<file path="src/rtl/stepper_pkg.sv">
package stepper_pkg;
  localparam int PH_W      = 3;
  localparam int WIND_W    = 4;
  localparam logic [PH_W-1:0] TZ_PHASE = 3'd3;

  // Active-high winding set {B2,B1,A2,A1} for each half-step state.
  function automatic logic [WIND_W-1:0] ph_decode(input logic [PH_W-1:0] idx);
    logic [WIND_W-1:0] w;
    case (idx)
      3'd0:    w = 4'b0001;
      3'd1:    w = 4'b0101;
      3'd2:    w = 4'b0100;
      3'd3:    w = 4'b0110;
      3'd4:    w = 4'b0010;
      3'd5:    w = 4'b1010;
      3'd6:    w = 4'b1000;
      default: w = 4'b1001;
    endcase
    return w;
  endfunction

  // Inverse mapping, used by the checker.
  function automatic logic [PH_W-1:0] ph_encode(input logic [WIND_W-1:0] w);
    logic [PH_W-1:0] idx;
    case (w)
      4'b0001: idx = 3'd0;
      4'b0101: idx = 3'd1;
      4'b0100: idx = 3'd2;
      4'b0110: idx = 3'd3;
      4'b0010: idx = 3'd4;
      4'b1010: idx = 3'd5;
      4'b1000: idx = 3'd6;
      default: idx = 3'd7;
    endcase
    return idx;
  endfunction
endpackage

</file>
<file path="src/rtl/hold_timer.sv">
module hold_timer #(
  parameter int CYCLES = 16
) (
  input  logic clk,
  input  logic rst,
  input  logic load,
  output logic busy
);
  localparam int CW = (CYCLES < 2) ? 1 : $clog2(CYCLES + 1);
  localparam logic [CW-1:0] START = CW'(CYCLES - 1);

  logic [CW-1:0] cnt;

  // busy is high for exactly CYCLES edges after the load edge; a load restarts it.
  always_ff @(posedge clk) begin
    if (rst) begin
      busy <= 1'b0;
      cnt  <= '0;
    end else if (load) begin
      busy <= 1'b1;
      cnt  <= START;
    end else if (busy) begin
      if (cnt == '0) busy <= 1'b0;
      else           cnt  <= cnt - 1'b1;
    end
  end
endmodule

</file>
<file path="src/rtl/phase_counter.sv">
module phase_counter
  import stepper_pkg::*;
(
  input  logic              clk,
  input  logic              rst,
  input  logic              adv,
  input  logic              up,
  output logic [PH_W-1:0]   phase_idx,
  output logic [WIND_W-1:0] phase_n
);
  logic [PH_W-1:0] nxt;

  always_comb begin
    nxt = phase_idx;
    if (adv) nxt = up ? phase_idx + 1'b1 : phase_idx - 1'b1;
  end

  always_ff @(posedge clk) begin
    if (rst) begin
      phase_idx <= TZ_PHASE;
      phase_n   <= ~ph_decode(TZ_PHASE);
    end else begin
      phase_idx <= nxt;
      phase_n   <= ~ph_decode(nxt);
    end
  end
endmodule

</file>
<file path="src/rtl/step_arbiter.sv">
module step_arbiter
  import stepper_pkg::*;
(
  input  logic            clk,
  input  logic            rst,
  input  logic            step_i,
  input  logic            index_i,
  input  logic            dir_i,
  input  logic            ready_i,
  input  logic            trk0_i,
  input  logic [PH_W-1:0] phase_idx,
  input  logic            win_busy,
  output logic            adv,
  output logic            adv_up,
  output logic            recal_pend
);
  logic step_q, idx_q, recal_q;
  logic step_rise, idx_rise, at_zero, recal_go;

  assign step_rise = step_i & ~step_q;
  assign idx_rise  = index_i & ~idx_q;
  assign at_zero   = trk0_i & (phase_idx == TZ_PHASE);
  assign recal_go  = recal_q & ready_i & ~at_zero;

  always_comb begin
    if (recal_q) begin
      adv    = recal_go & idx_rise & ~win_busy;
      adv_up = 1'b0;
    end else begin
      adv    = step_rise;
      adv_up = dir_i;
    end
  end

  // Edge registers reset high so a line held high at release needs a fresh rise.
  always_ff @(posedge clk) begin
    if (rst) begin
      step_q  <= 1'b1;
      idx_q   <= 1'b1;
      recal_q <= 1'b1;
    end else begin
      step_q <= step_i;
      idx_q  <= index_i;
      if (recal_q && at_zero) recal_q <= 1'b0;
    end
  end

  assign recal_pend = recal_q;
endmodule

</file>
<file path="src/rtl/head_step_sequencer.sv">
module head_step_sequencer
  import stepper_pkg::*;
#(
  parameter int WIN_CYC    = 1400,
  parameter int SETTLE_CYC = 1800000
) (
  input  logic              clk,
  input  logic              rst,
  input  logic              ready_i,
  input  logic              index_i,
  input  logic              step_i,
  input  logic              dir_i,
  input  logic              trk0_i,
  output logic [WIND_W-1:0] phase_n_o,
  output logic              step_win_o,
  output logic              seek_done_o
);
  logic [PH_W-1:0] phase_idx;
  logic adv, adv_up, recal_pend, settle_busy;

  step_arbiter u_arb (
    .clk        (clk),
    .rst        (rst),
    .step_i     (step_i),
    .index_i    (index_i),
    .dir_i      (dir_i),
    .ready_i    (ready_i),
    .trk0_i     (trk0_i),
    .phase_idx  (phase_idx),
    .win_busy   (step_win_o),
    .adv        (adv),
    .adv_up     (adv_up),
    .recal_pend (recal_pend)
  );

  phase_counter u_phase (
    .clk       (clk),
    .rst       (rst),
    .adv       (adv),
    .up        (adv_up),
    .phase_idx (phase_idx),
    .phase_n   (phase_n_o)
  );

  hold_timer #(.CYCLES(WIN_CYC)) u_win (
    .clk  (clk),
    .rst  (rst),
    .load (adv),
    .busy (step_win_o)
  );

  hold_timer #(.CYCLES(SETTLE_CYC)) u_settle (
    .clk  (clk),
    .rst  (rst),
    .load (adv),
    .busy (settle_busy)
  );

  always_ff @(posedge clk) begin
    if (rst) seek_done_o <= 1'b0;
    else     seek_done_o <= ~settle_busy & ~recal_pend & ~adv;
  end
endmodule

</file>
<file path="config.mk">
export PLATFORM = sky130hd
export DESIGN_NAME = head_step_sequencer
export DESIGN_NICKNAME = d
export VERILOG_FILES = /design/src/rtl/stepper_pkg.sv /design/src/rtl/hold_timer.sv /design/src/rtl/phase_counter.sv /design/src/rtl/step_arbiter.sv /design/src/rtl/head_step_sequencer.sv
export SDC_FILE = /design/constraint.sdc
export NUM_CORES = 1
export LEC_CHECK = 0
export BUFFER_PORTS_ARGS = -buffer_cell sky130_fd_sc_hd__buf_2
export CORE_ASPECT_RATIO = 0.5
export CORE_UTILIZATION = 62
export CTS_BUF_LIST = sky130_fd_sc_hd__clkbuf_4
export DETAILED_ROUTE_END_ITERATION = 16
export PLACE_DENSITY = 0.81
export SLEW_MARGIN = 20
export SYNTH_ARGS = -nofsm -noshare
export SYNTH_HDL_FRONTEND = slang
export SYNTH_SLANG_ARGS = --single-unit
</file>
<file path="constraint.sdc">
create_clock -name clk -period 2.8 [get_ports clk]
set_input_delay 0.42 -clock clk [delete_from_list [all_inputs] [get_ports clk]]
set_output_delay 0.42 -clock clk [all_outputs]
set_load 0.05 [all_outputs]
</file>
==> impl_metrics.json <==
{
  "die_x_um": 86.0,
  "worst_slack_ns": 0.571,
  "hold_path.class": "in2reg",
  "grt_overflow": 0,
  "critPathLaunchType": "register",
  "holdWs_ns": 0.233,
  "post_drt_wl_per_cell_um": 14.4,
  "drc": 0,
  "yosys_warnings": 0,
  "synth_cell_types": 51,
  "vias_per_cell": 5.86,
  "clkSinkCount": 45,
  "syn_to_final_growth_pct": 9.72,
  "cts_setup_buffers": 0,
  "clock.fmax_ghz": 0.449,
  "fin_skew_ns": 0.00896,
  "grt_max_degree": 35,
  "fillers": 213,
  "synthAdderAreaFrac_pct": 2.63,
  "io_pins": 13,
  "clockBufferDepth": 2,
  "cts_tree": "built",
  "crit_slowest_cell": "nor4b_1",
  "yosysSeqAreaShare_pct": 41.2,
  "setup_violations": 0,
  "post_cts_resize_count": 0,
  "timing.rr.start": "u_settle.cnt[0]",
  "synth_cells": 239,
  "synth-compound-area-share_pct": 16.2,
  "multi_input_area_sq_um": 1220,
  "synth_top_family_by_area": "simple AND/OR/NAND/NOR gates",
  "layout-drive-gt1-share_pct": 15.0,
  "drtPass1Iterations": 5,
  "grtUsageTotal_pct": 25.5,
  "postRouteAntennaNets": 0,
  "htreeDepth": 2,
  "rows": 14,
  "cpPeakStageDelay_ns": 0.42,
  "yosys.area_share.xor_xnor_pct": 9.21,
  "hold_viol": 0,
  "vdd_drop_max_v": 0.000363,
  "vias": 1765,
  "slew_viol_final": 0,
  "worst_pin_slew_ns": 0.691,
  "pwr_density_cell_nw_per_um2": 641,
  "nets": 263,
  "drtIter0Drc": 101,
  "fin_setup_tns_ns": 0,
  "critical_path_class": "reg2reg",
  "timing.final.crit_share_pct": 79.6,
  "grt_pass1_wl_mm": 7.32,
  "status": "finished clean",
  "clock_insertion_delay_worst_skew_ns": 0.38,
  "synth_fp_nets": 250,
  "cts_buffers": 5,
  "crit_start": "u_settle.cnt[0]",
  "syn-cell-area_sq_um": 2190,
  "core_region_area_sq_um": 3170,
  "cts-root-buf": "clkbuf_4",
  "synth-main-ff-cell": "dfxtp_1",
  "die_h_um": 44.0,
  "path_cells": "inv_1, ha_1, nor4b_1, nand2_1, o21ai_1, mux2_1, a21oi_1",
  "worstPathArrival_ns": 2.54,
  "place_hpwl_mm": 2.92,
  "grt_pass1_vias": 1585,
  "min_from": "index_i",
  "die_area_sq_um": 3790,
  "drv_cap": 0,
  "place.port_buffers": 12,
  "async_reset_ff_share_pct": 0,
  "synth_edf_count": 0,
  "postSynthAreaPerCell_sq_um": 9.16,
  "start_util_pct": 69.0,
  "n_antenna_cell": 0,
  "post-place-ws_ns": 0.603,
  "cellLeakagePower_nw": 0.893,
  "synthTopCellsByArea": "dfxtp_1 41%, xor2_1 6.0%, a21oi_1 5.3%",
  "required_ns": 3.11,
  "slew_headroom_pct": 53.5,
  "muxShareOfSynthArea_pct": 1.03,
  "endpoint_kind": "register",
  "ys_ff_latch": 45,
  "rsz0062_at_grt": "false",
  "drt-total-wl_mm": 4.35,
  "cts_hold_buf": 0,
  "antenna_found_initial": 0,
  "yosys.area.top_type": "dfxtp_1",
  "synthDominantCellAreaShare_pct": 41.2,
  "cts.clk_slew.worst_paths_ns": 0.13,
  "crit_fanout": 8,
  "fin_crit_ns": 2.23,
  "yosys.area_share.simple_pct": 26.3,
  "gp_congestion": 0.870,
  "regArea_sq_um": 901
}
metal layers:
metal / track usage [%] / vias to the layer above / wire [um]
met5: 0 / - / 0
met4: 11.7 / 0 / 87
met3: 6.16 / 10 / 260
met2: 39.5 / 55 / 1940
met1: 34.5 / 808 / 2060
li1: - / 892 / -
flip-flops by register name, indices dropped and copies added (netlist names):
signal,count
u_phase.phase_n,4
u_arb.step_q,1
u_win.cnt,11
u_phase.phase_idx,3
seek_done_o,1
u_settle.cnt,21
u_win.busy,1
u_arb.recal_pend,1
u_arb.idx_q,1
u_settle.busy,1
cells by family after synthesis:
kind of cell    Yosys count
xor+xnor                 23
buf+inv                  20
mux                       2
fa+ha+maj                 4
simple gates             88
flops                    45
compound gates           57
cell type report:
class,count,share of cell area [%]
Sequential cell,45,37.5
Multi-Input combinational cell,174,50.7
Clock buffer,5,1.56
Timing Repair Buffer,13,2.81
Clock inverter,3,2.87
Tap cell,48,2.50
Inverter,13,2.03
final timing paths:
check | endpoint | slack [ns] | depth (start not counted)
min | u_arb.idx_q | 0.23 | 2
max | u_settle.cnt[1] | 0.57 | 7
max reg2reg | u_settle.cnt[1] | 0.57 | 7
min reg2reg | seek_done_o | 0.49 | 2
synth_stat cells (all sizes together), types with 2 or more instances:
cell,instances
clkbuf,4
mux2,2
or3,7
nand2,19
inv,13
xor2,15
o21ai,7
nand4,8
buf,3
nor3,4
or2,4
dfxtp,45
o31ai,5
nor4b,2
a21oi,24
nor2,17
nand4bb,2
nand3,6
a31oi,10
nand4b,3
xnor2,8
nor4,7
ha,3
or4,2
o211ai,4
nor3b,2
layout by cell type (no fill, tap or decap), drive strengths merged, types with 3 or more instances in the layout:
| master | Yosys | final |
|---|---|---|
| or3 | 7 | 7 |
| nor4 | 7 | 7 |
| nor2 | 17 | 17 |
| a21oi | 24 | 24 |
| xor2 | 15 | 15 |
| nand4 | 8 | 8 |
| o21ai | 7 | 7 |
| a31oi | 10 | 10 |
| o31ai | 5 | 5 |
| dfxtp | 45 | 45 |
| nor3 | 4 | 4 |
| nand2 | 19 | 19 |
| buf | 3 | 13 |
| nand3 | 6 | 6 |
| nand4b | 3 | 3 |
| clkbuf | 4 | 5 |
| inv | 13 | 14 |
| or2 | 4 | 4 |
| ha | 3 | 3 |
| o211ai | 4 | 4 |
| xnor2 | 8 | 8 |
report_power, final:
part | internal [mW] | total, mW | switching, mW | leakage (nW)
Clock | 0.281 | 0.506 | 0.225 | 0.0558
Combinational | 0.116 | 0.310 | 0.194 | 0.470
Sequential | 0.680 | 0.724 | 0.0440 | 0.366
stage by stage:
step / utilization (%) / instances / cell area [sq um] / power (mW)
2_1_floorplan: - / 239 / 2190 / 0.979
3_3_place_gp: 72.4 / 293 / 2290 / 1.03
3_5_place_dp: 72.4 / 293 / 2290 / 1.04
4_1_cts: 75.7 / 301 / 2400 / 1.54
5_1_grt: 75.7 / 301 / 2400 / 1.62
6_report: 75.7 / 301 / 2400 / 1.54
worst max-delay path, delay by kind of cell (launching register included):
family	cells	cell delay (ns)
simple gates	2	0.71
compound gates	2	0.46
mux	1	0.36
flops	1	0.34
fa+ha+maj	1	0.16
buf+inv	1	0.12
No activity file was read; power rests on OpenSTA's default activity.
